`src/rtl/irq_src_pkg.sv`:
```
package irq_src_pkg;
   localparam int unsigned WORD_BITS     = 32;
   localparam int unsigned REGION_W      = 3;
   localparam int unsigned WEDGE_NUM_W   = 16;
   localparam int unsigned WEDGE_SET_BIT = 31;

   typedef enum logic [REGION_W-1:0] {
      RG_POL   = 3'd0,
      RG_TRIG  = 3'd1,
      RG_DUAL  = 3'd2,
      RG_MSET  = 3'd3,
      RG_MCLR  = 3'd4,
      RG_PEND  = 3'd5,
      RG_WEDGE = 3'd6,
      RG_NONE  = 3'd7
   } region_e;

   function automatic int unsigned words_for(input int unsigned n);
      return (n + WORD_BITS - 1) / WORD_BITS;
   endfunction

   function automatic int unsigned idx_w(input int unsigned n);
      return (n <= 1) ? 1 : $clog2(n);
   endfunction
endpackage

```
`src/rtl/irq_src_sync.sv`:
```
module irq_src_sync #(
   parameter int unsigned WIDTH  = 8,
   parameter int unsigned STAGES = 2
) (
   input  logic             clk,
   input  logic             rst_n,
   input  logic [WIDTH-1:0] d,
   output logic [WIDTH-1:0] q
);
   if (STAGES < 2) begin : g_bad_stages
      $error("irq_src_sync: STAGES must be at least 2");
   end

   logic [STAGES-1:0][WIDTH-1:0] chain_q;

   always_ff @(posedge clk or negedge rst_n) begin
      if (!rst_n) begin
         chain_q <= '0;
      end else begin
         chain_q <= {chain_q[STAGES-2:0], d};
      end
   end

   assign q = chain_q[STAGES-1];
endmodule

```
`src/rtl/irq_src_cfg.sv`:
```
module irq_src_cfg
   import irq_src_pkg::*;
#(
   parameter int unsigned NUM_SRC = 40,
   localparam int unsigned NW     = words_for(NUM_SRC),
   localparam int unsigned WORD_W = idx_w(NW)
) (
   input  logic               clk,
   input  logic               rst_n,
   input  logic               wr_en,
   input  region_e            wr_region,
   input  logic [WORD_W-1:0]  wr_word,
   input  logic [31:0]        wr_data,
   output logic [NUM_SRC-1:0] pol_q,
   output logic [NUM_SRC-1:0] trig_q,
   output logic [NUM_SRC-1:0] dual_q,
   output logic [NUM_SRC-1:0] mask_q,
   output logic [NUM_SRC-1:0] wedge_set,
   output logic [NUM_SRC-1:0] wedge_clr
);
   logic [NUM_SRC-1:0] pol_d, trig_d, dual_d, mask_d;
   logic [WEDGE_NUM_W-1:0] wedge_num;
   logic wedge_ok;
   logic unused_wdata;

   assign wedge_num    = wr_data[WEDGE_NUM_W-1:0];
   assign wedge_ok     = wr_en && (wr_region == RG_WEDGE) && (32'(wedge_num) < NUM_SRC);
   assign unused_wdata = ^wr_data[WEDGE_SET_BIT-1:WEDGE_NUM_W];

   for (genvar i = 0; i < NUM_SRC; i++) begin : g_src
      localparam int unsigned WI = i / WORD_BITS;
      localparam int unsigned BI = i % WORD_BITS;
      logic word_hit;
      assign word_hit = wr_en && (wr_word == WORD_W'(WI));

      assign pol_d[i]  = (word_hit && wr_region == RG_POL)  ? wr_data[BI] : pol_q[i];
      assign trig_d[i] = (word_hit && wr_region == RG_TRIG) ? wr_data[BI] : trig_q[i];
      assign dual_d[i] = (word_hit && wr_region == RG_DUAL) ? wr_data[BI] : dual_q[i];
      assign mask_d[i] = (word_hit && wr_region == RG_MSET && wr_data[BI]) ? 1'b1 :
                         (word_hit && wr_region == RG_MCLR && wr_data[BI]) ? 1'b0 :
                         mask_q[i];

      assign wedge_set[i] = wedge_ok &&  wr_data[WEDGE_SET_BIT] && (wedge_num == WEDGE_NUM_W'(i));
      assign wedge_clr[i] = wedge_ok && !wr_data[WEDGE_SET_BIT] && (wedge_num == WEDGE_NUM_W'(i));
   end

   always_ff @(posedge clk or negedge rst_n) begin
      if (!rst_n) begin
         pol_q  <= '1;
         trig_q <= '0;
         dual_q <= '0;
         mask_q <= '0;
      end else begin
         pol_q  <= pol_d;
         trig_q <= trig_d;
         dual_q <= dual_d;
         mask_q <= mask_d;
      end
   end
endmodule

```
`src/rtl/irq_src_detect.sv`:
```
module irq_src_detect #(
   parameter int unsigned NUM_SRC = 40
) (
   input  logic               clk,
   input  logic               rst_n,
   input  logic [NUM_SRC-1:0] lvl,
   input  logic [NUM_SRC-1:0] pol,
   input  logic [NUM_SRC-1:0] trig,
   input  logic [NUM_SRC-1:0] dual,
   input  logic [NUM_SRC-1:0] wset,
   input  logic [NUM_SRC-1:0] wclr,
   output logic [NUM_SRC-1:0] latch_q,
   output logic [NUM_SRC-1:0] pend
);
   logic [NUM_SRC-1:0] prev_q;
   logic [NUM_SRC-1:0] latch_d;

   for (genvar i = 0; i < NUM_SRC; i++) begin : g_src
      logic active, rise, fall, edge_hit;
      assign active   = pol[i] ? lvl[i] : ~lvl[i];
      assign rise     =  lvl[i] & ~prev_q[i];
      assign fall     = ~lvl[i] &  prev_q[i];
      assign edge_hit = trig[i] & (dual[i] ? (rise | fall) : (pol[i] ? rise : fall));
      assign latch_d[i] = (edge_hit | wset[i]) ? 1'b1 :
                          wclr[i]              ? 1'b0 :
                          latch_q[i];
      assign pend[i] = latch_q[i] | (~trig[i] & active);
   end

   always_ff @(posedge clk or negedge rst_n) begin
      if (!rst_n) begin
         prev_q  <= '0;
         latch_q <= '0;
      end else begin
         prev_q  <= lvl;
         latch_q <= latch_d;
      end
   end
endmodule

```
`src/rtl/irq_src_bank.sv`:
```
module irq_src_bank
   import irq_src_pkg::*;
#(
   parameter int unsigned NUM_SRC     = 40,
   parameter int unsigned SYNC_STAGES = 2,
   localparam int unsigned NW         = words_for(NUM_SRC),
   localparam int unsigned WORD_W     = idx_w(NW),
   localparam int unsigned ADDR_W     = REGION_W + WORD_W
) (
   input  logic               clk,
   input  logic               rst_n,
   input  logic [NUM_SRC-1:0] src_in,
   input  logic               reg_we,
   input  logic [ADDR_W-1:0]  reg_addr,
   input  logic [31:0]        reg_wdata,
   output logic [31:0]        reg_rdata,
   output logic [NUM_SRC-1:0] irq_pend_masked
);
   localparam int unsigned PAD_W = NW * WORD_BITS;

   if ((NUM_SRC % 8) != 0 || NUM_SRC < 8) begin : g_bad_count
      $error("irq_src_bank: NUM_SRC must be a nonzero multiple of 8");
   end
   if (NUM_SRC >= (1 << WEDGE_NUM_W)) begin : g_bad_wedge
      $error("irq_src_bank: NUM_SRC exceeds the injection number field");
   end

   region_e            region;
   logic [WORD_W-1:0]  word_idx;
   logic [NUM_SRC-1:0] lvl_sync;
   logic [NUM_SRC-1:0] pol_q, trig_q, dual_q, mask_q;
   logic [NUM_SRC-1:0] wedge_set, wedge_clr;
   logic [NUM_SRC-1:0] latch_q, pend;

   assign region   = region_e'(reg_addr[ADDR_W-1 -: REGION_W]);
   assign word_idx = reg_addr[WORD_W-1:0];

   irq_src_sync #(.WIDTH(NUM_SRC), .STAGES(SYNC_STAGES)) i_sync (
      .clk   (clk),
      .rst_n (rst_n),
      .d     (src_in),
      .q     (lvl_sync)
   );

   irq_src_cfg #(.NUM_SRC(NUM_SRC)) i_cfg (
      .clk       (clk),
      .rst_n     (rst_n),
      .wr_en     (reg_we),
      .wr_region (region),
      .wr_word   (word_idx),
      .wr_data   (reg_wdata),
      .pol_q     (pol_q),
      .trig_q    (trig_q),
      .dual_q    (dual_q),
      .mask_q    (mask_q),
      .wedge_set (wedge_set),
      .wedge_clr (wedge_clr)
   );

   irq_src_detect #(.NUM_SRC(NUM_SRC)) i_detect (
      .clk     (clk),
      .rst_n   (rst_n),
      .lvl     (lvl_sync),
      .pol     (pol_q),
      .trig    (trig_q),
      .dual    (dual_q),
      .wset    (wedge_set),
      .wclr    (wedge_clr),
      .latch_q (latch_q),
      .pend    (pend)
   );

   assign irq_pend_masked = pend & mask_q;

   logic [PAD_W-1:0] pol_pad, trig_pad, dual_pad, mask_pad, pend_pad, src_pad;

   assign pol_pad  = PAD_W'(pol_q);
   assign trig_pad = PAD_W'(trig_q);
   assign dual_pad = PAD_W'(dual_q);
   assign mask_pad = PAD_W'(mask_q);
   assign pend_pad = PAD_W'(pend);

   always_comb begin
      src_pad = '0;
      unique case (region)
         RG_POL:           src_pad = pol_pad;
         RG_TRIG:          src_pad = trig_pad;
         RG_DUAL:          src_pad = dual_pad;
         RG_MSET, RG_MCLR: src_pad = mask_pad;
         RG_PEND:          src_pad = pend_pad;
         default:          src_pad = '0;
      endcase
   end

   always_comb begin
      reg_rdata = '0;
      for (int w = 0; w < NW; w++) begin
         if (word_idx == WORD_W'(w)) begin
            reg_rdata = src_pad[w*WORD_BITS +: WORD_BITS];
         end
      end
   end
endmodule

```
`config.mk`:
```
export PLATFORM = sky130hd
export DESIGN_NAME = irq_src_bank
export DESIGN_NICKNAME = d
export VERILOG_FILES = /design/src/rtl/irq_src_pkg.sv /design/src/rtl/irq_src_sync.sv /design/src/rtl/irq_src_cfg.sv /design/src/rtl/irq_src_detect.sv /design/src/rtl/irq_src_bank.sv
export SDC_FILE = /design/constraint.sdc
export NUM_CORES = 1
export LEC_CHECK = 0
export BUFFER_PORTS_ARGS = -buffer_cell sky130_fd_sc_hd__buf_4
export CAP_MARGIN = 20
export CORE_MARGIN = 2
export CORE_UTILIZATION = 44
export DETAILED_ROUTE_END_ITERATION = 16
export PLACE_DENSITY = 0.61
export SYNTH_ARGS = -nofsm -noshare
export SYNTH_HDL_FRONTEND = slang
export SYNTH_HIERARCHICAL = 1
export SYNTH_SLANG_ARGS = --single-unit
```
`constraint.sdc`:
```
create_clock -name clk -period 3.1 [get_ports clk]
set_input_delay 0.31 -clock clk [delete_from_list [all_inputs] [get_ports clk]]
set_output_delay 0.31 -clock clk [all_outputs]
set_load 0.005 [all_outputs]
```
==> out/results.txt <==
status = completed
Slowest-stage cell, CP = dfstp_2
Total Power = 12.0 mW
Final period util = 88.2%
vias in the first global route = 13084
Avg WL per Cell = 20.5 µm
Die W = 202 µm
RSZ-0062 raised after global routing = false
CTS tree = built
Layout area overhead = 17.2%
routability cong. = 0.841
clock-pin transition on the worst setup and hold timing paths = 0.06 ns
M2 GR Usage = 36.5%
Synth cell types = 46
Slew HR = 46.7%
Max Fclk = 366 MHz
post-synthesis cell area = 0.0173 mm²
crit path cell chain = xor2_1 -> o21bai_1 -> mux2_2 -> a221oi_1 -> a32oi_1 -> buf_4
P_leak = 8.95 nW
chip height = 202 µm
Routed Antenna Nets = 0
grt ovf = 0
Setup CP Type = reg -> out
gr busiest metal = met2
most frequent cells in the layout = dfrtp_1 (280), buf_4 (175), mux2_2 (149)
met3 usage = 3.43%
Residual DRC = 0
worst slew pin tran = 0.795 ns
setup ws final = 0.366 ns
dpl cell area = 0.0186 mm²
Final Cell Area = 0.0202 mm²
# setup viols final = 0
CP Data Required Time = 2.79 ns
nets = 1899
initial antenna violation count = 2
drt via density = 5.60
syn_nets = 1766
synthesized area per cell = 10.7 µm²
IO buf count = 150
crit path launch type = flip-flop
power per cell area = 592 mW/mm²
FF-to-FF path depth = 4
commonest non-fill, non-tap cell in the layout = dfrtp_1
Setup TNS = 0 ns
ys async rst share = 100%
Crit. End Element = primary output
Main synth FF type = dfrtp_1
Starting Density = 44.7%
Vias = 12808
post-layout minimum cycle time = 2.73 ns
Post-CTS Setup Bufs = 0
CP Max Fanout = 4
DPL Wire Length = 31.7 mm
largest net degree at the start of global routing = 81
Bufs on Longest Clock Path = 3
clock skew = 0.0220 ns
CP max stage delay = 0.58 ns
1st-pass router iterations = 5
Max-cap violations = 0
Worst Path Arrival = 2.42 ns
#FFs+latches synth = 320
Hold Crit Depth = 2
clk sinks = 320
met1 Track Usage GR = 32.8%
worst IR drop on VDD = 0.000411 V
worst slack at placement = 0.683 ns
global router's overall resource usage = 23.3%
core area = 0.0386 mm²
number of flops mapped to enable cells by yosys = 0
Skew-Pair Late Insertion Delay = 0.56 ns
CTS Buf Count = 38
sequential-to-total area share from yosys stat = 46.7%
synth warn = 6
Final Hold Viols = 0
clk root buf = clkbuf_16
share of layout cells above drive strength 1 = 24.6%
H-Tree Depth = 2
final WL = 46.9 mm
Min Hold Slack = 0.0313 ns
Max Slew Vio Count = 0
die area = 0.0408 mm²
Synth Instances = 1607
HP Class = in -> reg
first-pass GRT wire length = 74.7 mm
# rows = 72
initial drt markers = 767
num ports = 151
kinds of logic after synthesis:
| kind of cell | Yosys count | synth area share, % |
|---|---|---|
| buffers and inverters | 253 | 6.92 |
| muxes | 237 | 14.8 |
| and+or+nand+nor | 354 | 10.8 |
| xor gates and xnor gates | 40 | 2.03 |
| DFF | 320 | 46.7 |
| AOI/OAI and AO/OA | 323 | 13.0 |
| adders and majority gates | 80 | 5.80 |
power breakdown:
group | switching (mW) | leakage [nW] | internal (mW)
logic | 0.947 | 4.72 | 1.20
registers | 0.673 | 3.64 | 4.85
clock network | 1.78 | 0.590 | 2.54
total | 3.40 | 8.95 | 8.59
through the flow:
stage	instances	util, %
after floorplan	1607	-
after global placement	2177	48.2
after detailed placement	2177	48.2
after CTS	2285	52.3
after global routing	2286	52.4
final	2286	52.4
flip-flops by register name, summed over array words and instances (netlist names):
signal and cells:
i_sync/q 40, i_cfg/dual_q 40, i_cfg/trig_q 40, i_detect/prev_q 40, i_cfg/mask_q 40, i_cfg/pol_q 40
i_detect/latch_q 40, i_sync/chain_q 40
worst max-delay path, delay by kind of cell, from the launching register on:
family	cells	cell delay [ns]
AOI/OAI and AO/OA	3	0.65
xor gates and xnor gates	1	0.15
buffers and inverters	1	0.20
DFF	1	0.58
muxes	1	0.28
metal layers:
metal,up-vias,share of wire (%)
met5,-,0.028
met4,2,2.9
li1,5914,-
met2,357,46
met3,104,4.8
met1,6431,46
worst paths after layout:
kind / slack [ns] / from / to
setup / recovery: 0.37 / i_cfg/pol_q[1] / reg_rdata[1]
hold / removal: 0.03 / reg_wdata[17] / i_cfg/mask_q[17]
setup reg to reg: 1.92 / i_sync/q[0] / i_detect/latch_q[0]
hold reg to reg: 0.35 / i_sync/chain_q[34] / i_sync/q[34]
max in group asynchronous: 1.96 / rst_n / i_cfg/pol_q[34]
min in group asynchronous: 0.28 / rst_n / i_sync/chain_q[14]
timing repair:
action	4_1_cts	5_1_grt
setup endpoints to repair	0	0
hold endpoints to repair	84	0
hold buffers	41	0
resized for setup	0	0
cell usage after synthesis (3+ instances only):
cell type  number  area [µm²]
a211o_1        32         280
inv_1         123         462
ha_1           80        1000
clkbuf_1       49         184
a21o_1          3        22.5
o221ai_1       38         333
nand3b_1        5        37.5
dfrtp_1       280        7010
nor2_1         25        93.8
buf_4          46         345
buf_6           6        67.6
mux2_2        149        1680
a21oi_1       127         636
and3b_1         3        26.3
o21ai_0        21         105
buf_1           6        22.5
nand2b_1       48         300
a221o_1         3        30.0
nor3_1         57         285
a22o_1         40         350
a32oi_1         8        70.1
mux2i_1        85         851
nand2_1        85         319
xor2_1         38         333
nor2b_1         8        50.1
mux2_1          3        33.8
and2_1         41         257
buf_2          21         105
o21bai_1       38         285
a221oi_1        8        70.1
nand3_1        42         210
a22oi_1         3        22.5
nor4_1         29         181
dfstp_2        40        1050
cell type report:
class                      count  area (µm²)
antenna                        1        2.50
clock inverter                 9        88.8
fill                        3436       18400
timing repair buffer         222        1840
inverter                     124         465
clock buffer                  58        1110
multi-input combinational   1034        8020
sequential                   320        8060
tap                          518         648
Note: power is estimated with default switching activity, not from simulation.
